<file path="config.mk">
export PLATFORM = sky130hd
export DESIGN_NAME = hmd_divider
export DESIGN_NICKNAME = d
export VERILOG_FILES = /design/src/rtl/hmd_pkg.sv /design/src/rtl/hmd_phase_cell.sv /design/src/rtl/hmd_cell23.sv /design/src/rtl/hmd_divider.sv
export SDC_FILE = /design/constraint.sdc
export NUM_CORES = 1
export LEC_CHECK = 0
export ABC_AREA = 0
export BUFFER_PORTS_ARGS = -buffer_cell sky130_fd_sc_hd__buf_2
export CAP_MARGIN = 5
export CORE_MARGIN = 2
export CORE_UTILIZATION = 54
export CTS_BUF_LIST = sky130_fd_sc_hd__clkbuf_16
export CTS_CLUSTER_SIZE = 28
export DETAILED_ROUTE_END_ITERATION = 8
export PLACE_DENSITY = 0.76
export SLEW_MARGIN = 25
export SYNTH_ARGS = -nofsm -noshare
export SYNTH_HDL_FRONTEND = slang
export SYNTH_HIERARCHICAL = 1
export SYNTH_SLANG_ARGS = --single-unit
</file>
<file path="constraint.sdc">
create_clock -name clk -period 6.3 [get_ports clk]
set_input_delay 1.89 -clock clk [delete_from_list [all_inputs] [get_ports clk]]
set_output_delay 1.89 -clock clk [all_outputs]
set_load 0.03 [all_outputs]
</file>
<file path="src/rtl/hmd_pkg.sv">
package hmd_pkg;

    typedef enum logic [1:0] {
        PH_0   = 2'b00,
        PH_90  = 2'b01,
        PH_180 = 2'b11,
        PH_270 = 2'b10
    } phase_e;

    typedef enum logic [1:0] {
        ST_FIRST  = 2'b00,
        ST_SECOND = 2'b01,
        ST_EXTRA  = 2'b10
    } cell_e;

    typedef enum logic {
        OUT_LOW  = 1'b0,
        OUT_HIGH = 1'b1
    } out_e;

    // quadrature generator advance, one tick
    function automatic phase_e phase_after(input phase_e p);
        phase_e r;
        unique case (p)
            PH_0:    r = PH_90;
            PH_90:   r = PH_180;
            PH_180:  r = PH_270;
            default: r = PH_0;
        endcase
        return r;
    endfunction

    // leading neighbour: the only glitch-free switch target
    function automatic phase_e phase_lead(input phase_e p);
        phase_e r;
        unique case (p)
            PH_0:    r = PH_270;
            PH_90:   r = PH_0;
            PH_180:  r = PH_90;
            default: r = PH_180;
        endcase
        return r;
    endfunction

endpackage

</file>
<file path="src/rtl/hmd_phase_cell.sv">
module hmd_phase_cell
    import hmd_pkg::*;
#(
    parameter int CW = 2
) (
    input  logic          clk,
    input  logic          rst_n,
    input  logic          load_i,
    input  logic [CW-1:0] swcnt_i,
    output logic          ev_o
);

    phase_e        quad_q;
    phase_e        sel_q;
    phase_e        sel_nx;
    logic [CW-1:0] rem_q;
    logic [CW-1:0] rem_nx;
    logic          do_sw;

    // next-state logic
    always_comb begin
        do_sw  = ev_o && (rem_q != '0);
        sel_nx = do_sw ? phase_lead(sel_q) : sel_q;
        if (load_i) begin
            rem_nx = swcnt_i;
        end else if (do_sw) begin
            rem_nx = rem_q - 1'b1;
        end else begin
            rem_nx = rem_q;
        end
    end

    // state register
    always_ff @(posedge clk or negedge rst_n) begin
        if (!rst_n) begin
            quad_q <= PH_0;
            sel_q  <= PH_0;
            rem_q  <= '0;
        end else begin
            quad_q <= phase_after(quad_q);
            sel_q  <= sel_nx;
            rem_q  <= rem_nx;
        end
    end

    // output: one event per coincidence of generator and selected phase
    always_comb begin
        ev_o = (quad_q == sel_q);
    end

    p_lead_only_r4: assert property (@(posedge clk) disable iff (!rst_n)
        (sel_q != $past(sel_q)) |-> (sel_q == phase_lead($past(sel_q))));

    p_event_gap_r4: assert property (@(posedge clk) disable iff (!rst_n)
        ev_o |=> !ev_o ##1 !ev_o);

    p_switches_done_r4: assert property (@(posedge clk) disable iff (!rst_n)
        load_i |-> (rem_q == '0));

endmodule

</file>
<file path="src/rtl/hmd_cell23.sv">
module hmd_cell23
    import hmd_pkg::*;
(
    input  logic clk,
    input  logic rst_n,
    input  logic active_i,
    input  logic ev_i,
    input  logic p_i,
    input  logic mod_in_i,
    output logic ev_o,
    output logic mod_o,
    output logic mid_o
);

    cell_e state_q;
    cell_e state_nx;
    logic  swallow;
    logic  last;

    always_comb begin
        swallow = p_i && mod_in_i;
        last    = (state_q == ST_EXTRA) || ((state_q == ST_SECOND) && !swallow);
    end

    // next-state logic
    always_comb begin
        state_nx = state_q;
        if (!active_i) begin
            state_nx = ST_FIRST;
        end else if (ev_i) begin
            unique case (state_q)
                ST_FIRST:  state_nx = ST_SECOND;
                ST_SECOND: state_nx = swallow ? ST_EXTRA : ST_FIRST;
                ST_EXTRA:  state_nx = ST_FIRST;
                default:   state_nx = ST_FIRST;
            endcase
        end
    end

    // state register
    always_ff @(posedge clk or negedge rst_n) begin
        if (!rst_n) begin
            state_q <= ST_FIRST;
        end else begin
            state_q <= state_nx;
        end
    end

    // outputs
    always_comb begin
        ev_o  = active_i && ev_i && last;
        mod_o = active_i && mod_in_i && last;
        mid_o = active_i && ev_i && (state_q == ST_FIRST);
    end

    p_swallow_gate_r5: assert property (@(posedge clk) disable iff (!rst_n)
        ((state_q == ST_EXTRA) && ($past(state_q) == ST_SECOND)) |-> $past(p_i && mod_in_i));

    p_idle_cell_r6: assert property (@(posedge clk) disable iff (!rst_n)
        !active_i |=> (state_q == ST_FIRST));

endmodule

</file>
<file path="src/rtl/hmd_divider.sv">
module hmd_divider
    import hmd_pkg::*;
#(
    parameter int RW      = 10,
    parameter int NSTG    = 7,
    parameter int MIN_STG = 3
) (
    input  logic            clk,
    input  logic            rst_n,
    input  logic [RW-1:0]   ratio_i,
    output logic            div_o,
    output logic            clamp_o,
    output logic [NSTG-1:0] mod_o
);

    localparam int LW       = $clog2(NSTG + 1);
    localparam int DW       = NSTG + 1;
    localparam int TICK_MIN = 4 * (2 ** MIN_STG) - 3;
    localparam int TICK_MAX = 4 * (2 ** (NSTG + 1) - 1);

    typedef struct packed {
        logic [1:0]      swcnt;
        logic [LW-1:0]   top;
        logic [NSTG-1:0] bits;
        logic            clamp;
    } ctrl_t;

    function automatic ctrl_t decode(input logic [RW-1:0] w);
        ctrl_t          c;
        int             n;
        int             k;
        logic [DW-1:0]  dv;
        n       = int'(w);
        c.clamp = 1'b0;
        if (n < TICK_MIN) begin
            n       = TICK_MIN;
            c.clamp = 1'b1;
        end else if (n > TICK_MAX) begin
            n       = TICK_MAX;
            c.clamp = 1'b1;
        end
        k       = (4 - (n % 4)) % 4;
        dv      = DW'((n + k) / 4);
        c.swcnt = 2'(k);
        c.top   = '0;
        for (int j = 0; j < DW; j++) begin
            if (dv[j]) c.top = LW'(j);
        end
        c.bits = dv[NSTG-1:0];
        for (int j = 0; j < NSTG; j++) begin
            if (LW'(j) == c.top) c.bits[j] = 1'b0;
        end
        return c;
    endfunction

    ctrl_t           ctl_now;
    logic [LW-1:0]   top_q;
    logic [LW-1:0]   top_idx;
    logic [NSTG-1:0] bits_q;
    logic            clamp_q;
    logic            ph_ev;
    logic [NSTG-1:0] ev_chain;
    logic [NSTG-1:0] mid_chain;
    logic [NSTG-1:0] mod_chain;
    logic [NSTG-1:0] mod_in;
    logic [NSTG-1:0] ev_in;
    logic [NSTG-1:0] active;
    logic            bound_ev;
    logic            rise_ev;
    out_e            out_q;
    out_e            out_nx;

    always_comb begin
        ctl_now  = decode(ratio_i);
        top_idx  = top_q - 1'b1;
        bound_ev = ev_chain[top_idx];
        rise_ev  = mid_chain[top_idx];
    end

    hmd_phase_cell #(.CW(2)) u_phase (
        .clk     (clk),
        .rst_n   (rst_n),
        .load_i  (bound_ev),
        .swcnt_i (ctl_now.swcnt),
        .ev_o    (ph_ev)
    );

    for (genvar g = 0; g < NSTG; g++) begin : g_chain
        if (g == 0) begin : g_first
            assign ev_in[g] = ph_ev;
        end else begin : g_rest
            assign ev_in[g] = ev_chain[g-1];
        end
        if (g == NSTG - 1) begin : g_end
            assign mod_in[g] = 1'b1;
        end else begin : g_mid
            assign mod_in[g] = (top_idx == LW'(g)) ? 1'b1 : mod_chain[g+1];
        end
        assign active[g] = (LW'(g) < top_q);

        hmd_cell23 u_cell (
            .clk      (clk),
            .rst_n    (rst_n),
            .active_i (active[g]),
            .ev_i     (ev_in[g]),
            .p_i      (bits_q[g]),
            .mod_in_i (mod_in[g]),
            .ev_o     (ev_chain[g]),
            .mod_o    (mod_chain[g]),
            .mid_o    (mid_chain[g])
        );
    end

    // control capture: extent and switch count at fall, 2/3 bits at rise
    always_ff @(posedge clk or negedge rst_n) begin
        if (!rst_n) begin
            top_q   <= LW'(MIN_STG);
            clamp_q <= 1'b0;
            bits_q  <= '0;
        end else begin
            if (bound_ev) begin
                top_q   <= ctl_now.top;
                clamp_q <= ctl_now.clamp;
            end
            if (rise_ev) begin
                bits_q <= ctl_now.bits;
            end
        end
    end

    // output state machine: next state
    always_comb begin
        out_nx = out_q;
        unique case (out_q)
            OUT_LOW:  if (rise_ev)  out_nx = OUT_HIGH;
            OUT_HIGH: if (bound_ev) out_nx = OUT_LOW;
            default:  out_nx = OUT_LOW;
        endcase
    end

    // output state machine: state register
    always_ff @(posedge clk or negedge rst_n) begin
        if (!rst_n) begin
            out_q <= OUT_LOW;
        end else begin
            out_q <= out_nx;
        end
    end

    // outputs
    always_comb begin
        div_o   = (out_q == OUT_HIGH);
        clamp_o = clamp_q;
        mod_o   = mod_chain;
    end

    p_mod_clear_r5: assert property (@(posedge clk) disable iff (!rst_n)
        bound_ev |=> (mod_o == '0));

    p_clamp_hold_r2: assert property (@(posedge clk) disable iff (!rst_n)
        !bound_ev |=> $stable(clamp_o));

    p_rise_from_low_r1: assert property (@(posedge clk) disable iff (!rst_n)
        rise_ev |-> !div_o);

    p_upper_idle_r6: assert property (@(posedge clk) disable iff (!rst_n)
        ((mod_o >> top_q) == '0));

endmodule

</file>
# Word-level counts from Yosys, hierarchy flattened
# Cells that the tools add are included.
# totals
reg_bits,32
out_inout_bits,9
wordCells,211
# op_classes
addsub,5
order_cmp,10
n_eq_ne,37
mux,63
bitwise,4
n_reduce_logical,78
# ops
cell,count
logical AND 1 bit,48
two-way mux 2 bit,23
adder 32 x 3 -> 32 bit,1
two-way mux 32 bit,1
one-hot mux 2 bit (2 select lines),7
two-way mux 1 bit,20
"== test 2 x 1 -> 1 bit, second input constant",9
"== test 2 bit, second input constant",9
zero test 2 bit,9
two-way mux 3 bit,6
"!= test 2 bit, second input constant",7
one-hot mux 2 bit (3 select lines),2
"greater-than comparator 10 bit, second input constant",1
"< comparator 10 x 5 -> 1 bit, second input constant",1
two-way mux 10 bit,1
"== test 3 bit, first input constant",3
"< comparator 3 bit, first input constant",3
adder 8 x 1 -> 8 bit,1
zero test 1 bit,7
logical OR 1 bit,7
binary-select mux 1 bit (select 3 bit),2
"== test 2 x 3 -> 1 bit, first input constant",2
"== test 3 x 2 -> 1 bit, second input constant",2
"== test 3 bit, second input constant",2
other kinds (15),23

# Longest topological paths before layout
# logic_depth
word_depth,56
mapped_depth,36
ltp_nobuf,35

# Hierarchy
# Netlist, hierarchy kept.
# modules_own_cells
module,instances,cells_per_inst,area_each_um2
hmd_divider,1,137,1222.4
hmd_cell23,7,16,130.1
hmd_phase_cell,1,27,282.8

# Worst setup path after synthesis
# OpenSTA, ideal clock, no wires.
# synth_path
kind,reg2reg
start,reg top_q[0]
end,"reg clamp_q, in the netlist clamp_o"
setup_ns,0.125
t_arrival_ns,7.148
t_required_ns,6.175
setup_slack_ns,-0.973
path_stages_with_launch,35
path_buffers,1
path_cell_list,dfstp_2 > buf_2 > inv_1 > ha_1 > xor2_1 > a21o_1 > and3_1 > a21o_1 > and3_1 > a21o_1 > and3_1 > a21o_1 > and3_1 > a21o_1 > and3_1 > a21o_1 > nand2_1 > nand2b_1 > a21oi_1 > nand2_1 > a21oi_1 > nand2_1 > a21oi_1 > nand2_1 > a21oi_1 > nand2_1 > a21oi_1 > nand2_1 > a21oi_1 > nand2_1 > a21oi_1 > mux2_2 > a221oi_1 > nor2_1 > mux2_2
# synth_via
elab_chain_len,52
word_cells_on_any_way,71
# synth_rtl
item,line_no,rtl
start: declaration,hmd_divider.sv:57,logic [LW-1:0] top_q;
start signal: assignment,hmd_divider.sv:117,top_q <= LW'(MIN_STG);
start signal: assignment,hmd_divider.sv:122,top_q <= ctl_now.top;
subtractor 3 x 1 -> 3 bit / < comparator 3 bit (equally long branches),"hmd_divider.sv:75, hmd_divider.sv:99",
== test 3 bit / logical AND 1 bit (equally long branches),"hmd_divider.sv:97, hmd_cell23.sv:52",
two-way mux 1 bit (*),hmd_divider.sv:97,assign mod_in[g] = (top_idx == LW'(g)) ? 1'b1 : mod_chain[g+1];
net mod_in[5],hmd_divider.sv:65,logic [NSTG-1:0] mod_in;
logical AND 1 bit,hmd_cell23.sv:21,swallow = p_i && mod_in_i;
zero test 1 bit,hmd_cell23.sv:22,last = (state_q == ST_EXTRA) || ((state_q == ST_SECOND) && !swallow);
logical AND 1 bit,hmd_cell23.sv:22,
logical OR 1 bit,hmd_cell23.sv:22,
[... 1 more ...],n/a,
net mod_o[5],hmd_divider.sv:13,output logic [NSTG-1:0] mod_o
[... 1 more ...],n/a,
net mod_in[4],hmd_divider.sv:65,
[... 5 more ...],n/a,
net mod_o[4],hmd_divider.sv:13,
[... 1 more ...],n/a,
net mod_in[3],hmd_divider.sv:65,
[... 5 more ...],n/a,
net mod_o[3],hmd_divider.sv:13,
[... 1 more ...],n/a,
net mod_in[2],hmd_divider.sv:65,
[... 5 more ...],n/a,
net mod_o[2],hmd_divider.sv:13,
[... 1 more ...],n/a,
net mod_in[1],hmd_divider.sv:65,
[... 5 more ...],n/a,
net mod_o[1],hmd_divider.sv:13,
[... 1 more ...],n/a,
net mod_in[0],hmd_divider.sv:65,
[... 5 more ...],n/a,
net ev_chain[0],hmd_divider.sv:62,logic [NSTG-1:0] ev_chain;
[... 2 more ...],n/a,
net ev_chain[1],hmd_divider.sv:62,
[... 2 more ...],n/a,
net ev_chain[2],hmd_divider.sv:62,
[... 2 more ...],n/a,
net ev_chain[3],hmd_divider.sv:62,
[... 2 more ...],n/a,
net ev_chain[4],hmd_divider.sv:62,
logical AND 1 bit (*) (2 in a row),hmd_cell23.sv:51,ev_o = active_i && ev_i && last;
net ev_chain[5],hmd_divider.sv:62,
logical AND 1 bit (*) (2 in a row),hmd_cell23.sv:51,
net ev_chain[6],hmd_divider.sv:62,
binary-select mux 1 bit (select 3 bit) (*),hmd_divider.sv:76,bound_ev = ev_chain[top_idx];
two-way mux 1 bit (implied by the code) (*),hmd_divider.sv:76,
net bound_ev,hmd_divider.sv:68,logic bound_ev;
end signal: assignment,hmd_divider.sv:123,clamp_q <= ctl_now.clamp;
end: declaration,hmd_divider.sv:60,logic clamp_q;
# The timed path passes the listed nets; every way through them passes the cells marked *. The select of a mux whose other input is x is not followed.
# A chain may end at the register's enable or synchronous reset.

# Worst setup path after layout
# layout_path
start,reg top_q[1]
end,reg top_q[2]
# layout_via
elab_chain_len,52
word_cells_on_any_way,71
# layout_rtl
item,line_no
subtractor 3 x 1 -> 3 bit / < comparator 3 bit (equally long branches),"hmd_divider.sv:75, hmd_divider.sv:99"
== test 3 bit / logical AND 1 bit (equally long branches),"hmd_divider.sv:97, hmd_cell23.sv:52"
two-way mux 1 bit (*),hmd_divider.sv:97
net mod_in[5],hmd_divider.sv:65
logical AND 1 bit,hmd_cell23.sv:21
zero test 1 bit,hmd_cell23.sv:22
logical AND 1 bit,hmd_cell23.sv:22
logical OR 1 bit,hmd_cell23.sv:22
[... 2 more ...],n/a
net mod_in[4],hmd_divider.sv:65
[... 6 more ...],n/a
net mod_in[3],hmd_divider.sv:65
[... 6 more ...],n/a
net mod_in[2],hmd_divider.sv:65
[... 6 more ...],n/a
net mod_in[1],hmd_divider.sv:65
[... 6 more ...],n/a
net mod_in[0],hmd_divider.sv:65
[... 5 more ...],n/a
net ev_chain[0],hmd_divider.sv:62
[... 2 more ...],n/a
net ev_chain[1],hmd_divider.sv:62
[... 2 more ...],n/a
net ev_chain[2],hmd_divider.sv:62
[... 2 more ...],n/a
net ev_chain[3],hmd_divider.sv:62
[... 2 more ...],n/a
net ev_chain[4],hmd_divider.sv:62
logical AND 1 bit (*) (2 in a row),hmd_cell23.sv:51
net ev_chain[5],hmd_divider.sv:62
logical AND 1 bit (*) (2 in a row),hmd_cell23.sv:51
net ev_chain[6],hmd_divider.sv:62
binary-select mux 1 bit (select 3 bit) (*),hmd_divider.sv:76
two-way mux 1 bit (implied by the code) (*),hmd_divider.sv:76
net bound_ev,hmd_divider.sv:68
# Marks and branches as above.

==> parameters.txt <==
Parameter                              Value

Timing
  Worst clock skew on the final layout    0.00778 ns
  Final hold violation count    0
  Number of endpoints failing setup at the final stage    0
  Final max-slew violation count    0
  TNS Setup    0 ns
  Shortest clock period the worst path allows after layout    5.98 ns
  Maximum operating frequency    0.167 GHz
  Worst slew margin    54.1%
  Slew @ Worst Pin    0.689 ns
  Tcrit/Tclk final    94.9%

Critical path
  Top cell by count, worst path    sky130_fd_sc_hd__a21o_1
  CP Max Fanout    8
  Startpoint Class    flop
  CP arrival    6.14 ns
  R2r startpoint    top_q[1]
  Worst setup EP type    flop
  CP peak stage delay    0.58 ns
  Library cell contributing the largest single delay on the critical path    sky130_fd_sc_hd__dfstp_2
  Setup Crit Path Kind    flop to flop
  Worst reg2reg setup slack    0.32 ns
  R2r endpoint    top_q[2]
  Critical path data required time    6.46 ns
  FF-to-FF path depth    34

Die
  Number of I/O pins    21
  Standard-cell row count    24
  Core box area    4320 µm²
  Area of the die    5030 µm²
  Starting density of the core    55.9%
  Die outline height    70.9 µm
  Horiz. Die Dim    70.9 µm

Synth
  Number of enable flip-flop cells after synthesis    0
  Most used flip-flop cell after synthesis    sky130_fd_sc_hd__dfrtp_1
  Biggest area contributors in the synthesized netlist    sky130_fd_sc_hd__dfrtp_1, sky130_fd_sc_hd__nand2b_1, sky130_fd_sc_hd__nand2_1
  Count of unique library cells instantiated by Yosys    56
  Share of flip-flops with an asynchronous set or reset after synthesis    100%
  Share of the synthesized area in the top cell type    31.1%
  Synth area leader    sky130_fd_sc_hd__dfrtp_1
  Yosys warning total    6
  Fraction of the mapped netlist area in simple logic gates    26.5%
  Post-synthesis share of cell area spent on full adders, half adders and majority gates    4.14%
  Share of synthesized area spent on multiplexers    7.92%
  Combinational family with the most area after synthesis    simple AND/OR/NAND/NOR gates
  Number of storage elements in the synthesis netlist    32
  Synthesized area per cell    8.75 µm²
  Compound-Gate Fraction of Synth Area    21.0%
  Post-synthesis instance area    2420 µm²
  Share of the yosys chip area belonging to registers    33.2%
  Gate Count Post-Synth    276
  Synthesized-area fraction occupied by xor and xnor cells    3.57%

Min path
  Min-Delay Endpoint    u_phase/quad_q[1]
  Cell depth of the worst hold path    0
  Hold path startpoint    u_phase/quad_q[0]
  Worst min path class    flop to flop

GRT
  Antenna violations before repair    0
  Remaining global-route overflow    0
  Largest net degree at the start of global routing    33
  GRT Util Overall    22.0%
  First-pass GRT wire length    8980 µm
  Via count of the first global-routing pass    2,041

Job
  Max-cap viol count    0

Pwr
  Combinational power share    7.8%
  Switching portion of total power    21.9%
  Clock group share of total power    52.4%
  Internal power consumption    0.404 mW
  Power per cell area    179 nW/µm²
  Power dissipated by switching net loads    0.113 mW
  Seq pwr share    39.8%
  Lkg Pwr    1.25 nW
  Peak supply drop    0.120 mV

Drt
  Routed len/inst    14.6 µm
  DR DRC count    0
  Vias/cell    5.87
  Detailed Routing Iterations Pass 1    4
  Final wirelength    5290 µm
  Detailed Route Iter0 Violations    108
  Post-DRT Antenna Nets    0
  Total via count in the routed design    2,129

Clock network
  Clock network latency to the later pin of the worst-skew pair    0.28 ns
  Number of buffers inserted for hold repair after clock tree synthesis    0
  Clock tree sinks    32
  CTS Buf Count    5
  Clock Tree Root    sky130_fd_sc_hd__clkbuf_16
  Deepest level of the CTS H-tree    2
  TritonCTS clock tree    done
  Clock buffer depth    2
  Clock slew at the register clock pins of the worst setup and hold paths    0.05 ns

Cells and area
  Area added between synthesis and finish    19.3%
  Antenna Diode Count    0
  Area occupied by registers    803 µm²
  Fillers    361
  Share of cells above drive strength 1    23.8%
  Most frequent cells in the layout    sky130_fd_sc_hd__nand2_1, sky130_fd_sc_hd__dfrtp_1, sky130_fd_sc_hd__nor2_1, sky130_fd_sc_hd__nand2b_1, sky130_fd_sc_hd__buf_2
  Design area    2880 µm²
  Fin nets    330
  Area of the multi-input gates    1610 µm²
  Core utilization of the finished layout    66.6%

Placement
  Number of port buffers    20
  Global placer's final weighted congestion    0.847
  Placed wire-length estimate    3920 µm
  Placed standard-cell area    2640 µm²

Run status
  Result of the run    finished, final reports clean
[power groups by stage]
stage	Combinational, mW	Sequential, mW	Clock (mW)
3_3_place_gp	0.0397	0.209	0
6_report	0.0402	0.206	0.271
2_1_floorplan	0.0243	0.209	0
4_1_cts	0.0405	0.206	0.276
3_5_place_dp	0.0401	0.209	0
5_1_grt	0.0451	0.206	0.284
[routing by layer]
layer	track usage [%]	part of all wire, %
met5	0	0
met4	8.39	2.2
met3	4.99	5.0
met2	35.6	48
met1	28.9	45
[kinds of logic (layout without fill, tap and decap cells)]
logic type      after synthesis  in the layout
mux                          16             16
fa+ha+maj                     8              8
simple gates                123            123
other cells                   1              2
compound gates               67             67
xor+xnor                      9              9
buf+inv                      20             54
flops                        32             32
[critical path, delay by kind of cell, from the launching register on]
family	cells	cell delay [ns]
buf+inv	2	0.26
mux	2	0.50
xor+xnor	1	0.20
fa+ha+maj	1	0.22
flops	1	0.58
simple gates	14	1.90
compound gates	14	2.22
[area by class of cell]
type / instances / share of cell area [%]
flip-flops and latches: 32 / 27.9
repair buffers: 31 / 6.34
clock buffers: 5 / 4.34
clock inverters: 3 / 1.30
well taps: 52 / 2.26
multi-input cells: 225 / 55.9
inverters: 15 / 1.95
[registers in the layout (all words and copies together), names as in the netlist]
signal                  flops
bits_q                      7
clamp_o                     1
div_o                       1
g_chain.u_cell/state_q     14
top_q                       3
u_phase/quad_q              2
u_phase/rem_q               2
u_phase/sel_q               2
[cell usage after synthesis, drive strengths merged, types with 2 or more instances]
cell type,instances
nand2,32
dfrtp,30
nor2,23
nand2b,22
inv,15
nor3,11
o21ai,11
nor2b,10
and3,9
mux2i,9
a21o,8
a21oi,8
ha,8
o32ai,8
o31ai,7
xor2,6
a31oi,5
mux2,5
nand3,4
a41oi,3
and2,3
clkbuf,3
or4,3
xnor2,3
a211oi,2
buf,2
dfstp,2
mux4,2
nand4,2
o211ai,2
or3,2
[worst max-delay path by stage]
stage | start | endpoint | slack, ns
finish | top_q[1] | top_q[2] | 0.32
global route | top_q[1] | top_q[2] | -0.05
CTS | top_q[1] | bits_q[1] | 0.02
detailed placement | top_q[1] | bits_q[1] | 0.04
global placement | top_q[1] | bits_q[1] | 0.22
floorplan | top_q[0] | clamp_o | 0.03
[through the flow]
step | hold slack, ns | setup slack (ns) | cells | total power [mW]
2_1_floorplan | 0.413 | 0.0252 | 277 | 0.234
3_3_place_gp | 0.384 | 0.223 | 349 | 0.249
3_5_place_dp | 0.392 | 0.0370 | 349 | 0.249
4_1_cts | 0.405 | 0.0228 | 357 | 0.522
5_1_grt | 0.404 | -0.0540 | 363 | 0.534
6_report | 0.403 | 0.321 | 363 | 0.517
[timing repair]
item,CTS,global route
pin swaps,0,1
setup buffers,0,6
endpoints found under the setup margin,2,14
resized for setup,2,5
(Power assumes the default switching activity.)
